<file path="config.mk">
export PLATFORM = sky130hd
export DESIGN_NAME = exc_arbiter
export DESIGN_NICKNAME = d
export VERILOG_FILES = /design/src/rtl/exc_arbiter.sv
export SDC_FILE = /design/constraint.sdc
export NUM_CORES = 1
export LEC_CHECK = 0
export BUFFER_PORTS_ARGS = -buffer_cell sky130_fd_sc_hd__buf_2
export CORE_AREA = 5 5 42 44
export CTS_BUF_LIST = sky130_fd_sc_hd__clkbuf_16
export DETAILED_ROUTE_END_ITERATION = 10
export DIE_AREA = 0 0 47 49
export GPL_ROUTABILITY_DRIVEN = 0
export PLACE_DENSITY = 0.54
export SLEW_MARGIN = 20
export SYNTH_ARGS = -nofsm -noshare
export SYNTH_HDL_FRONTEND = slang
export SYNTH_SLANG_ARGS = --single-unit
</file>
<file path="constraint.sdc">
create_clock -name clk -period 3.01 [get_ports clk]
set_input_delay 0.301 -clock clk [delete_from_list [all_inputs] [get_ports clk]]
set_output_delay 0.301 -clock clk [all_outputs]
set_load 0.02 [all_outputs]
</file>
<file path="src/rtl/exc_arbiter.sv">
module exc_arbiter #(
  parameter int          CLASS_W    = 3,
  parameter logic [1:0]  TRACE_MODE = 2'd2
) (
  input  logic               clk,
  input  logic               rst_n,
  input  logic               res_pin,
  input  logic               wdt_ovf,
  input  logic               nmi,
  input  logic               trace_en,
  input  logic [1:0]         int_mode,
  input  logic               irq,
  input  logic               trap_exec,
  input  logic               insn_done,
  input  logic [CLASS_W-1:0] insn_class,
  input  logic               exc_done,
  output logic [3:0]         acc_o,
  output logic               rst_manual_o
);

  localparam logic [CLASS_W-1:0] CL_ANDCTL = CLASS_W'(1);
  localparam logic [CLASS_W-1:0] CL_XORCTL = CLASS_W'(3);
  localparam logic [CLASS_W-1:0] CL_LDCTL  = CLASS_W'(4);
  localparam logic [CLASS_W-1:0] CL_RTE    = CLASS_W'(5);

  typedef enum logic [1:0] {S_HOLD, S_RSTWAIT, S_RUN} st_t;

  st_t  st;
  logic res_q, trap_pend;

  wire take_rst = res_pin & (~res_q | wdt_ovf);
  wire in_run   = res_pin & ~take_rst & (st == S_RUN);
  wire in_wait  = res_pin & ~take_rst & (st == S_RSTWAIT);
  wire bnd      = (in_run & (insn_done | exc_done)) | (in_wait & exc_done);
  wire is_rte   = insn_done & (insn_class == CL_RTE);
  wire is_ctl   = insn_done & (insn_class >= CL_ANDCTL) & (insn_class <= CL_LDCTL);

  wire want_trc = bnd & trace_en & (int_mode == TRACE_MODE) & ~is_rte;
  wire want_int = bnd & irq & ~is_ctl & ~in_wait;
  wire want_trp = in_run & (trap_exec | trap_pend);

  always_comb begin
    acc_o = 4'b0000;
    if (take_rst)      acc_o = 4'b0001;
    else if (want_trc) acc_o = 4'b0010;
    else if (want_int) acc_o = 4'b0100;
    else if (want_trp) acc_o = 4'b1000;
  end

  assign rst_manual_o = take_rst & ~nmi;

  always_ff @(posedge clk or negedge rst_n) begin
    if (!rst_n) begin
      st        <= S_HOLD;
      res_q     <= 1'b0;
      trap_pend <= 1'b0;
    end else begin
      res_q <= res_pin;
      if (!res_pin) begin
        st        <= S_HOLD;
        trap_pend <= 1'b0;
      end else if (take_rst) begin
        st        <= S_RSTWAIT;
        trap_pend <= 1'b0;
      end else begin
        if (in_wait && exc_done) st <= S_RUN;
        trap_pend <= in_run & (trap_exec | trap_pend) & ~acc_o[3];
      end
    end
  end

  a_r1_onehot: assert property (@(posedge clk) disable iff (!rst_n)
    $onehot0(acc_o));

  a_r3_kind: assert property (@(posedge clk) disable iff (!rst_n)
    rst_manual_o |-> (acc_o[0] && !nmi));

  a_r4_hold: assert property (@(posedge clk) disable iff (!rst_n)
    !res_pin |-> (acc_o == 4'b0000));

  a_r5_quiet_after_reset: assert property (@(posedge clk) disable iff (!rst_n)
    acc_o[0] |=> (!acc_o[2] && !acc_o[3]));

  a_r6_trace_gate: assert property (@(posedge clk) disable iff (!rst_n)
    acc_o[1] |-> (trace_en && int_mode == TRACE_MODE));

  a_r7_no_trace_rte: assert property (@(posedge clk) disable iff (!rst_n)
    acc_o[1] |-> !(insn_done && insn_class == CL_RTE));

  a_r8_irq_gate: assert property (@(posedge clk) disable iff (!rst_n)
    acc_o[2] |-> (irq && !(insn_done && insn_class >= CL_ANDCTL && insn_class <= CL_XORCTL)
                      && !(insn_done && insn_class == CL_LDCTL)));

  a_r11_boundary: assert property (@(posedge clk) disable iff (!rst_n)
    (acc_o[1] || acc_o[2]) |-> (insn_done || exc_done));

endmodule

</file>
---- After elaboration in Yosys (flattened, before gate mapping) ----
Index checks and enable logic that the tools add are counted.
word-level totals
  register bits after elaboration ......... 4
  bits in latches ......................... 0
  memory bits (writable) .................. 0
  bits in read-only memories .............. 0
  input bits .............................. 15
  word-level logic and storage cells ...... 49
  memories ................................ 0
operators by class
  add/sub/neg operators ................... 0
  multiply operators ...................... 0
  divide/modulo/power cells ............... 0
  order comparisons ....................... 2
  equal/unequal tests ..................... 5
  shift-type cells ........................ 0
  mux-type cells .......................... 9
  bitwise operators ....................... 29
  reduce and logical (&&, ||, !) cells .... 1
operators by type and width
  cell                  number
  $and A1 B1 Y1         18
  $mux W4               4
  $not A1 Y1            7
  $mux W2               3
  $eq A2 B2 Y1 const B  2
  $or A1 B1 Y1          4
  $eq A3 B3 Y1 const B  1
  $ge A3 B1 Y1 const B  1
  $le A3 B3 Y1 const B  1
  $ne A3 B1 Y1 const B  1
  $eq A2 B1 Y1 const B  1
  $mux W1               2
  $logic_and A1 B1 Y1   1

---- Depth between registers and ports, before layout ----
  depth in word-level cells ............... 18
  depth in mapped cells ................... 4
  depth with buffers taken out ............ 4

---- Worst setup path before layout ----
Ideal clock, no wire load.
  path type ............................... reg2out
  start ................................... register st[1]
  end ..................................... output acc_o[3]
  arrival time ............................ 1.355 ns
  required time ........................... 2.709 ns
  path slack .............................. 1.354 ns
  stages on the path, launching flop included .. 5
  buffers on the path ..................... 0
  cell sequence ........................... dfrtp_1 > nor2b_1 > o21ai_1 > a21o_1 > nor3b_1
between the ends
  word-level cells in the longest chain between the ends .. 10
  elaborated cells on any way between the ends .. 19
  classes of those cells .................. eq/ne: 2; mux: 4; bitwise: 13
RTL lines
  element                                       RTL line  source
  start: declaration                            28        st_t st;
  start signal: assignment                      54        st <= S_HOLD;
  start signal: assignment                      60        st <= S_HOLD;
  start signal: assignment                      63        st <= S_RSTWAIT;
  $eq A2 B2 Y1 or $eq A2 B1 Y1 (tied branches)  32, 33
  $and A1 B1 Y1, on equally long branches       32, 33
  $and A1 B1 Y1                                 34        wire bnd = (in_run & (insn_done | exc_done)) | (in_wait & exc_done);
  $or A1 B1 Y1                                  34
  $and A1 B1 Y1 (3 in series)                   39        wire want_int = bnd & irq & ~is_ctl & ~in_wait;
  $mux W4                                       46        else if (want_int) acc_o = 4'b0100;
  $mux W4 (*)                                   45        else if (want_trc) acc_o = 4'b0010;
  $mux W4 (*)                                   44        if (take_rst) acc_o = 4'b0001;
  end: declaration                              17        output logic [3:0] acc_o,
Mark *: on every way between the ends. The rest lies on a longest branch, timed or not.

---- Final worst setup path ----
Same ends and word-level chain as after synthesis.

==> metrics.txt <==
Synth warnings=0; Compound-Gate Fraction of Synth Area=0.242; initial antenna violation count=0; chip height=49 um; clock tree sinks=4; Area contributors post-synth=dfrtp_1 (35%), nand4b_1 (6.2%), nor2b_4 (4.8%), a211oi_2 (4.4%), nor2_1 (4.0%); vias in the first global route=between 300 and 400; PwrDens=slightly above 600 mW/mm2; area of the mapped netlist=~280 um2; Internal=about 0.24 mW; hpwl dp=between 600 and 700 um; global-route usage over all layers=0.0797; Post-Synth Adder-Cell Area=0; setup total negative slack=0 ps; DRC violations left=0; Routed WL per cell=roughly 12 um; gr ovfl total=0; Rel. slew slack=0.818; vias per inst=4.38; Core ar.=roughly 0.0014 mm2; CTS tree=yes; Simple-Gate Fraction of Synth Area=0.322; final core utilization=0.340; launch point of the worst path=st[1]; DR vias=a little over 300; initial core utilization=0.203; hold path endpoint=res_q; antenna cells=0; I/O pin total=20; VDD IR max=between 200 and 250 uV; Power Total=0.296 mW; Worst Hold Launch=res_pin; clock network fraction of design power=0.710; maximum root-to-sink buffer count=2; fin nets=70; setup violators final=0; dpl cell area=between 300 and 400 um2; mux cell area share after synthesis=0; Root Buffer=clkbuf_16; Seq. cell area=between 100 and 150 um2; Max Clk Rate=about 560 MHz; worst reg2reg startpoint=st[0]; critical path fanouts, max=4; Lkg Pwr=approximately 0.23 nW; Worst Hold Depth=1; Fillers=approximately 150; wire length of the first global-routing pass=roughly 1300 um; Sequential Power Share=0.193; routed wire length=800 um; Synth area leader=dfrtp_1; syn avg cell area=a little over 9 um2; max layer used=met4; Switching Share=0.190; post-synth top area share=0.352; Synth Instances=31; Critical Path AT=between 1000 and 1500 ps; Post-Synth XOR/XNOR Area=0.0308; RSZ-0062 raised after global routing=false; MaxCap Viol Count=0; Met3 Routed Length=just over 90 um; worst slew pin tran=272 ps; Final Hold Viols=0; M1 WL=between 200 and 250 um; routed wl met2=451 um; Slew Limit Fails=0; Iter 0 DRT Violations=4; Clock Latency Late Sink=around 220 ps; row cnt=14; CP Launch Type=flip-flop; Final period util=0.594; NetSw=0.0564 mW; total CTS buffers=3; H-Tree Depth=1; kind of critical path=reg -> out; largest family of logic cells by synthesized area=simple AND/OR/NAND/NOR gates; Worst EP required=roughly 2700 ps; register-to-register setup slack=1850 ps; number of setup buffers added after CTS=0; fin crit period=between 1500 and 2000 ps; largest net degree at the start of global routing=7; reg2reg end=trap_pend; Comb power frac=0.097; Final Instance Area=477 um2; outcome=completed; most frequent cells in the layout=buf_2 (19), dfrtp_1 (4), nor2_1 (3), clkbuf_16 (3); Crit. End Element=primary output; sequential share of the synthesized area=0.352; Syn Nets=46; drt pass-1 iters=2; Final Skew=0.774 ps; layout overhead on the synthesized area=67.8%; FF-to-FF path depth=4; PortBufs=19; worst hold path class=in -> reg; die width=around 47 um; commonest non-fill, non-tap cell in the layout=buf_2; synth unique cells=24; layout cells sized above 1=0.491; Die ar.=~0.0023 mm2; Final ANT Viol Nets=0; area of the multi-input gates=roughly 170 um2; clock transition at the registers of the reported paths=roughly 30 ps; post-synthesis register bit count=4
==> critical path, stage by stage (launching register included) <==
cell and delay (ps):
dfrtp_1 380, nor2b_1 150, o21ai_1 150, a21o_1 210
nor3b_1 170, buf_2 190
==> how the worst max path moves through the flow <==
stage | end | slack, ps | cells past startpoint
final | acc_o[3] | 1220 | 5
after global routing | acc_o[3] | 1060 | 5
after CTS | acc_o[3] | 1210 | 5
after detailed placement | acc_o[2] | 1460 | 6
after global placement | acc_o[3] | 1420 | 5
after floorplan | acc_o[3] | 1350 | 4
==> registers in the layout (all words and copies together), names as in the netlist <==
signal / cells
st: 2
trap_pend: 1
res_q: 1
==> cells by family after synthesis <==
| family | Yosys count |
|---|---|
| and+or+nand+nor | 14 |
| AOI/OAI and AO/OA | 9 |
| DFF | 4 |
| buffers and inverters | 3 |
| xor gates and xnor gates | 1 |
==> through the flow <==
| step | std cells | hold WS [ps] | worst slack, ps |
|---|---|---|---|
| 5_1_grt | 69 | 257 | 1060 |
| 3_5_place_dp | 65 | 110 | 1460 |
| 6_report | 69 | 252 | 1220 |
| 4_1_cts | 69 | 257 | 1210 |
| 3_3_place_gp | 65 | 109 | 1420 |
| 2_1_floorplan | 31 | 5.41 | 1350 |
==> timing repair <==
item / CTS / global route
gates resized for setup: 0 / 0
hold buffers: 1 / 0
endpoints found under the hold margin: 4 / 0
==> final cells by class <==
class                      count  share of cell area
timing repair buffer          20               0.220
sequential                     4               0.210
multi-input combinational     24               0.354
inverter                       2              0.0157
clock buffer                   3               0.157
tap                           16              0.0420
==> power groups by stage <==
stage | registers, mW | logic (mW) | clock network [mW]
6_report | 0.0572 | 0.0286 | 0.210
4_1_cts | 0.0573 | 0.0291 | 0.213
3_3_place_gp | 0.0578 | 0.0274 | 0
2_1_floorplan | 0.0575 | 0.0131 | 0
3_5_place_dp | 0.0577 | 0.0277 | 0
5_1_grt | 0.0575 | 0.0316 | 0.218
==> cell usage after synthesis (all sizes together) <==
library cell  instances
dfrtp                 4
nor2                  4
a21oi                 2
inv                   2
nand4b                2
nor2b                 2
o21ai                 2
a211o                 1
a211oi                1
a21boi                1
a21o                  1
and3                  1
buf                   1
nand2                 1
nand2b                1
nand3                 1
nand3b                1
nor3b                 1
o2111ai               1
xnor2                 1
==> metal layers <==
| layer | vias to the layer above | global-route usage |
|---|---|---|
| met1 | 135 | 0.0751 |
| li1 | 155 | - |
| met4 | 0 | 0.0553 |
| met5 | - | 0 |
| met2 | 10 | 0.127 |
| met3 | 2 | 0.0406 |
No activity file was read; power rests on OpenSTA's default activity.
